$ cat config.mk
export PLATFORM = sky130hd
export DESIGN_NAME = ipi_dispatch
export DESIGN_NICKNAME = d
export VERILOG_FILES = /design/src/rtl/ipi_pkg.sv /design/src/rtl/ipi_cfg_regs.sv /design/src/rtl/ipi_pick.sv /design/src/rtl/ipi_cpu_port.sv /design/src/rtl/ipi_dispatch.sv
export SDC_FILE = /design/constraint.sdc
export NUM_CORES = 1
export LEC_CHECK = 0
export ABC_AREA = 1
export BUFFER_PORTS_ARGS = -buffer_cell sky130_fd_sc_hd__buf_2
export CORE_MARGIN = 8
export CORE_UTILIZATION = 55
export CTS_CLUSTER_DIAMETER = 100
export DETAILED_ROUTE_END_ITERATION = 16
export GPL_ROUTABILITY_DRIVEN = 1
export PLACE_DENSITY = 0.75
export SLEW_MARGIN = 20
export SYNTH_ARGS = -nofsm -noshare
export SYNTH_HDL_FRONTEND = slang
export SYNTH_SLANG_ARGS = --single-unit
export TNS_END_PERCENT = 30
$ cat constraint.sdc
create_clock -name clk -period 7.25 [get_ports clk]
set_clock_uncertainty 0.1 [all_clocks]
set_input_delay 0.725 -clock clk [delete_from_list [all_inputs] [get_ports clk]]
set_output_delay 0.725 -clock clk [all_outputs]
set_load 0.05 [all_outputs]
$ cat src/rtl/ipi_pkg.sv
package ipi_pkg;
  typedef enum logic {
    KIND_CFG  = 1'b0,
    KIND_SEND = 1'b1
  } reg_kind_e;

  function automatic int unsigned idx_width(input int unsigned n);
    return (n <= 1) ? 1 : $clog2(n);
  endfunction
endpackage

$ cat src/rtl/ipi_cfg_regs.sv
module ipi_cfg_regs #(
  parameter int NUM_CHAN = 4,
  parameter int VEC_W    = 8,
  parameter int PRI_W    = 4,
  parameter int DATA_W   = 16,
  parameter int CH_W     = 2
) (
  input  logic                      clk,
  input  logic                      rst_n,
  input  logic                      cfg_we,
  input  logic [CH_W-1:0]           cfg_chan,
  input  logic [VEC_W+PRI_W-1:0]    cfg_wdata,
  input  logic [CH_W-1:0]           rd_chan,
  input  logic                      rd_send,
  output logic [DATA_W-1:0]         rd_data,
  output logic [NUM_CHAN*VEC_W-1:0] vec_flat,
  output logic [NUM_CHAN*PRI_W-1:0] pri_flat
);
  logic [VEC_W-1:0] vec_arr [NUM_CHAN];
  logic [PRI_W-1:0] pri_arr [NUM_CHAN];

  for (genvar c = 0; c < NUM_CHAN; c++) begin : g_chan
    logic             en;
    logic [VEC_W-1:0] vec_d, vec_q;
    logic [PRI_W-1:0] pri_d, pri_q;

    always_comb begin
      en    = cfg_we && (cfg_chan == CH_W'(c));
      vec_d = cfg_wdata[VEC_W-1:0];
      pri_d = cfg_wdata[VEC_W +: PRI_W];
    end

    always_ff @(posedge clk or negedge rst_n) begin
      if (!rst_n) begin
        vec_q <= '0;
        pri_q <= '0;
      end else if (en) begin
        vec_q <= vec_d;
        pri_q <= pri_d;
      end
    end

    assign vec_arr[c]                  = vec_q;
    assign pri_arr[c]                  = pri_q;
    assign vec_flat[c*VEC_W +: VEC_W] = vec_q;
    assign pri_flat[c*PRI_W +: PRI_W] = pri_q;
  end

  always_comb begin
    if (rd_send) rd_data = '0;
    else         rd_data = DATA_W'({pri_arr[rd_chan], vec_arr[rd_chan]});
  end
endmodule

$ cat src/rtl/ipi_pick.sv
module ipi_pick #(
  parameter int NUM_CHAN = 4,
  parameter int PRI_W    = 4,
  parameter int CH_W     = 2
) (
  input  logic [NUM_CHAN-1:0]       pend,
  input  logic [NUM_CHAN*PRI_W-1:0] pri_flat,
  output logic                      found,
  output logic [CH_W-1:0]           idx
);
  logic [PRI_W-1:0] best;

  always_comb begin
    found = 1'b0;
    idx   = '0;
    best  = '0;
    for (int c = 0; c < NUM_CHAN; c++) begin
      if (pend[c] && (!found || (pri_flat[c*PRI_W +: PRI_W] > best))) begin
        found = 1'b1;
        idx   = CH_W'(c);
        best  = pri_flat[c*PRI_W +: PRI_W];
      end
    end
  end
endmodule

$ cat src/rtl/ipi_cpu_port.sv
module ipi_cpu_port #(
  parameter int NUM_CHAN = 4,
  parameter int VEC_W    = 8,
  parameter int PRI_W    = 4,
  parameter int CH_W     = 2
) (
  input  logic                      clk,
  input  logic                      rst_n,
  input  logic                      send_we,
  input  logic [CH_W-1:0]           send_chan,
  input  logic                      send_hit,
  input  logic [NUM_CHAN*VEC_W-1:0] cfg_vec_flat,
  input  logic [NUM_CHAN*PRI_W-1:0] cfg_pri_flat,
  input  logic                      ack,
  output logic                      req,
  output logic [VEC_W-1:0]          vec,
  output logic [PRI_W-1:0]          pri,
  output logic [CH_W-1:0]           chan
);
  logic [NUM_CHAN-1:0]       pend_q, pend_d;
  logic [NUM_CHAN*PRI_W-1:0] snap_pri_flat;
  logic [VEC_W-1:0]          snap_vec_arr [NUM_CHAN];
  logic [PRI_W-1:0]          snap_pri_arr [NUM_CHAN];
  logic                      found;
  logic [CH_W-1:0]           sel;

  for (genvar c = 0; c < NUM_CHAN; c++) begin : g_slot
    logic             set_c, clr_c, snap_en;
    logic [VEC_W-1:0] sv_q;
    logic [PRI_W-1:0] sp_q;

    always_comb begin
      set_c     = send_we && send_hit && (send_chan == CH_W'(c));
      clr_c     = ack && found && (sel == CH_W'(c));
      pend_d[c] = set_c | (pend_q[c] & ~clr_c);
      snap_en   = set_c && (!pend_q[c] || clr_c);
    end

    always_ff @(posedge clk or negedge rst_n) begin
      if (!rst_n) begin
        sv_q <= '0;
        sp_q <= '0;
      end else if (snap_en) begin
        sv_q <= cfg_vec_flat[c*VEC_W +: VEC_W];
        sp_q <= cfg_pri_flat[c*PRI_W +: PRI_W];
      end
    end

    assign snap_vec_arr[c]                 = sv_q;
    assign snap_pri_arr[c]                 = sp_q;
    assign snap_pri_flat[c*PRI_W +: PRI_W] = sp_q;
  end

  always_ff @(posedge clk or negedge rst_n) begin
    if (!rst_n) pend_q <= '0;
    else        pend_q <= pend_d;
  end

  ipi_pick #(.NUM_CHAN(NUM_CHAN), .PRI_W(PRI_W), .CH_W(CH_W)) pick_i (
    .pend     (pend_q),
    .pri_flat (snap_pri_flat),
    .found    (found),
    .idx      (sel)
  );

  always_comb begin
    req  = found;
    chan = sel;
    vec  = found ? snap_vec_arr[sel] : '0;
    pri  = found ? snap_pri_arr[sel] : '0;
  end
endmodule

$ cat src/rtl/ipi_dispatch.sv
module ipi_dispatch #(
  parameter int  NUM_CPU  = 2,
  parameter int  NUM_CHAN = 4,
  parameter int  VEC_W    = 8,
  parameter int  PRI_W    = 4,
  parameter int  DATA_W   = 16,
  localparam int CH_W     = ipi_pkg::idx_width(NUM_CHAN),
  localparam int ADDR_W   = CH_W + 2
) (
  input  logic                     clk,
  input  logic                     rst_n,
  input  logic                     wr_en,
  input  logic [ADDR_W-1:0]        wr_addr,
  input  logic [DATA_W-1:0]        wr_data,
  input  logic [ADDR_W-1:0]        rd_addr,
  output logic [DATA_W-1:0]        rd_data,
  input  logic [NUM_CPU-1:0]       ack,
  output logic [NUM_CPU-1:0]       irq_req,
  output logic [NUM_CPU*VEC_W-1:0] irq_vec,
  output logic [NUM_CPU*PRI_W-1:0] irq_pri,
  output logic [NUM_CPU*CH_W-1:0]  irq_chan
);
  import ipi_pkg::*;

  logic [1:0]                rst_pipe;
  logic                      rst_int_n;
  reg_kind_e                 wr_kind, rd_kind;
  logic                      cfg_we, send_we, rd_send;
  logic [CH_W-1:0]           wr_chan;
  logic [NUM_CPU-1:0]        send_mask;
  logic [NUM_CHAN*VEC_W-1:0] cfg_vec_flat;
  logic [NUM_CHAN*PRI_W-1:0] cfg_pri_flat;
  logic                      unused_bits;

  always_ff @(posedge clk or negedge rst_n) begin
    if (!rst_n) rst_pipe <= 2'b00;
    else        rst_pipe <= {rst_pipe[0], 1'b1};
  end
  assign rst_int_n = rst_pipe[1];

  always_comb begin
    wr_kind   = reg_kind_e'(wr_addr[CH_W]);
    rd_kind   = reg_kind_e'(rd_addr[CH_W]);
    wr_chan   = wr_addr[CH_W-1:0];
    cfg_we    = wr_en && (wr_kind == KIND_CFG);
    send_we   = wr_en && (wr_kind == KIND_SEND);
    rd_send   = (rd_kind == KIND_SEND);
    send_mask = wr_data[NUM_CPU-1:0];
  end

  assign unused_bits = ^{wr_addr[ADDR_W-1], rd_addr[ADDR_W-1],
                         wr_data[DATA_W-1:VEC_W+PRI_W]};

  ipi_cfg_regs #(
    .NUM_CHAN(NUM_CHAN), .VEC_W(VEC_W), .PRI_W(PRI_W),
    .DATA_W(DATA_W), .CH_W(CH_W)
  ) cfg_i (
    .clk       (clk),
    .rst_n     (rst_int_n),
    .cfg_we    (cfg_we),
    .cfg_chan  (wr_chan),
    .cfg_wdata (wr_data[VEC_W+PRI_W-1:0]),
    .rd_chan   (rd_addr[CH_W-1:0]),
    .rd_send   (rd_send),
    .rd_data   (rd_data),
    .vec_flat  (cfg_vec_flat),
    .pri_flat  (cfg_pri_flat)
  );

  for (genvar p = 0; p < NUM_CPU; p++) begin : g_cpu
    ipi_cpu_port #(
      .NUM_CHAN(NUM_CHAN), .VEC_W(VEC_W), .PRI_W(PRI_W), .CH_W(CH_W)
    ) port_i (
      .clk          (clk),
      .rst_n        (rst_int_n),
      .send_we      (send_we),
      .send_chan    (wr_chan),
      .send_hit     (send_mask[p]),
      .cfg_vec_flat (cfg_vec_flat),
      .cfg_pri_flat (cfg_pri_flat),
      .ack          (ack[p]),
      .req          (irq_req[p]),
      .vec          (irq_vec[p*VEC_W +: VEC_W]),
      .pri          (irq_pri[p*PRI_W +: PRI_W]),
      .chan         (irq_chan[p*CH_W +: CH_W])
    );
  end
endmodule

==> results.json <==
{
  "status": "finished, final reports clean",
  "fmax_ghz": 0.149,
  "critPathMostFrequentCell": "nand2_1",
  "place.gp.congestion": 0.933,
  "yosysSeqAreaShare_pct": 45.8,
  "finalSetupViolCount": 0,
  "synth.area.top_cells": "dfrtp_1 (46%), nand2_1 (15%), nand3_1 (8.2%), o21ai_0 (5.5%), inv_1 (4.6%)",
  "hold_violations": 0,
  "p_leak_nw": 4.97,
  "synth_flop_cell": "dfrtp_1",
  "numCtsBuffers": 17,
  "initial_utilization_pct": 55.8,
  "core_area_um2": 15100,
  "syn_area_um2": 8410,
  "grt_pass1_vias": 6974,
  "cts_max_level": 4,
  "clk_path_buf_depth": 2,
  "hpwl_mm": 16.7,
  "hold_class": "reg2async",
  "rows": 45,
  "slowest_stage": "dfrtp_1",
  "post-route-period-util_pct": 92.4,
  "tns_ns": 0,
  "wire_per_inst_um": 16.9,
  "grt_usage_pct": 23.9,
  "io_pins": 75,
  "grt_max_degree": 80,
  "drt_iter0_drc": 604,
  "num_vias": 7381,
  "area_growth_pct": 11.0,
  "drive_gt1_share_pct": 14.2,
  "chipWidth_um": 140,
  "synth-seq-cells": 154,
  "arrival_ns": 5.88,
  "layout_common_cells": "nand2_1 (335), dfrtp_1 (153), nand3_1 (138), inv_1 (103), o21ai_0 (92)",
  "cp_max_fo": 18,
  "max_slew_margin_pct": 38.9,
  "cts.clk_slew.worst_paths_ns": 0.06,
  "critical_path_class": "reg2out",
  "end_kind": "output port",
  "final_util_pct": 61.9,
  "synth_edf_count": 0,
  "ir_drop_mv": 0.252,
  "dieArea_um2": 19500,
  "p_per_area_nw_per_um2": 481,
  "r2r.worst_path.cells": 34,
  "worstPathRequired_ns": 6.42,
  "drc_errors": 0,
  "overflow": 0,
  "clkLatencyLatePin_ns": 0.42,
  "cts_tree": "done",
  "ant_nets": 0,
  "critical_path.max_stage_delay_ns": 0.58,
  "synth_cells": 1095,
  "synth_top_area_share_pct": 45.8,
  "final_common_cell": "nand2_1",
  "worst_pin_slew_ns": 0.916,
  "slew_violations": 0,
  "r2r-start": "g_cpu[0].port_i.pend_q[0]$_DFF_PN0_",
  "vias_per_cell": 5.50,
  "nets": 1192,
  "drv_cap": 0,
  "ys_types": 35,
  "clock-sinks": 154,
  "rsz0062_at_grt": "no",
  "dieHeight_um": 140,
  "regToRegEndpoint": "g_cpu[0].port_i.g_slot[3].sv_q[7]$_DFFE_PN0P_",
  "ys_async_sr_fraction_pct": 100,
  "antenna_found_initial": 3,
  "yosys.area.top_type": "dfrtp_1",
  "period_needed_ns": 6.70,
  "start_kind": "flop",
  "io_buffers": 64,
  "dr.pass1.iters": 5,
  "grt_pass1_wl_mm": 36.8,
  "r2r_slack_ns": 1.56,
  "syn_area_per_cell_um2": 7.68,
  "drt_wl_total_mm": 22.6,
  "yosysWarningCount": 0,
  "clockRootBuffer": "clkbuf_16"
}
[final cells by class]
class                      count  area [um2]
tap                          188         235
sequential                   154        3860
multi-input combinational    772        3810
clock inverter                10        95.1
fill                        1380        5750
timing repair buffer          77         440
clock buffer                  21         450
inverter                     117         445
antenna                        2        5.00
[metal layers]
layer / vias up / track usage, % / share of wire [%]
met3: 55 / 4.89 / 5.6
met4: 2 / 11.9 / 4.2
met5: - / 0 / 0.062
li1: 3628 / - / -
met1: 3463 / 29.9 / 42
met2: 233 / 38.9 / 48
[what timing repair did]
action | 4_1_cts | 5_1_grt
hold endpoints to repair | 2 | 0
endpoints found under the setup margin | 0 | 10
setup buffers | 0 | 4
gates resized for setup | 0 | 1
hold buffers | 1 | 0
[power breakdown]
group / switching [mW] / leakage [nW] / total, mW / internal [mW]
clock: 0.351 / 0.252 / 0.830 / 0.479
sequential: 0.259 / 2.00 / 1.37 / 1.12
combinational: 1.66 / 2.72 / 2.29 / 0.622
[Yosys cell counts (2+ instances only)]
master	count
conb_1	2
nand3b_1	7
nand2_2	13
o21ai_1	25
nor2_2	2
nand2_4	6
o21ai_4	3
nand3_1	138
o21ai_0	92
nor3_2	2
nand4_1	3
o21bai_1	4
a31oi_1	3
nand2_1	335
dfrtp_1	154
buf_1	2
buf_4	15
buf_6	6
o22ai_1	2
nor2_1	44
clkbuf_1	20
o21a_1	5
buf_2	12
inv_2	10
a21oi_1	37
o21ai_2	14
ha_1	24
nand3_2	4
inv_1	104
clkinv_1	2
[registers in the layout, indices dropped and copies added, names as in the netlist]
register / count
cfg_i.g_chan.pri_q: 16
rst_pipe: 2
g_cpu.port_i.g_slot.sv_q: 64
cfg_i.g_chan.vec_q: 32
g_cpu.port_i.pend_q: 8
g_cpu.port_i.g_slot.sp_q: 32
[worst max-delay path, delay by kind of cell (launching register included)]
kind | cells | cell delay [ns]
AND/OR/NAND/NOR | 21 | 1.92
flip-flops | 1 | 0.58
adder cells (fa/ha/maj) | 3 | 0.95
AO/OA/AOI/OAI | 4 | 1.08
buffers and inverters | 7 | 0.93
[logic make-up after synthesis]
kind of cell | after synthesis | share of synthesized area (%)
and+or+nand+nor | 556 | 28.8
adders and majority gates | 24 | 3.57
other | 2 | 0.0893
DFF | 154 | 45.8
buffers and inverters | 172 | 9.09
AOI/OAI and AO/OA | 187 | 12.7
[worst max path at each step]
stage | start | endpoint | slack, ns | depth (start not counted)
3_5_place_dp | g_cpu[0].port_i.pend_q[0]$_DFF_PN0_ | irq_vec[6] | 1.05 | 37
6_report | g_cpu[1].port_i.pend_q[0]$_DFF_PN0_ | irq_vec[11] | 0.55 | 35
4_1_cts | g_cpu[0].port_i.pend_q[0]$_DFF_PN0_ | irq_vec[3] | 0.58 | 37
2_1_floorplan | g_cpu[0].port_i.pend_q[0]$_DFF_PN0_ | irq_pri[3] | 1.51 | 37
3_3_place_gp | g_cpu[0].port_i.pend_q[0]$_DFF_PN0_ | irq_vec[2] | 1.12 | 37
5_1_grt | g_cpu[1].port_i.pend_q[0]$_DFF_PN0_ | irq_vec[8] | 0.02 | 35
[metrics by stage]
step                      power (mW)  cell area, um2  hold slack [ns]  cells  worst slack [ns]
after floorplan                 3.14            8430            0.231   1098              1.51
after global placement          3.58            8710            0.241   1302              1.12
after detailed placement        3.63            8710            0.238   1302              1.05
after CTS                       4.46            9270            0.259   1334             0.582
after global routing            4.81            9340            0.169   1341            0.0173
final                           4.49            9340            0.142   1341             0.550
No activity file was read; power rests on OpenSTA's default activity.
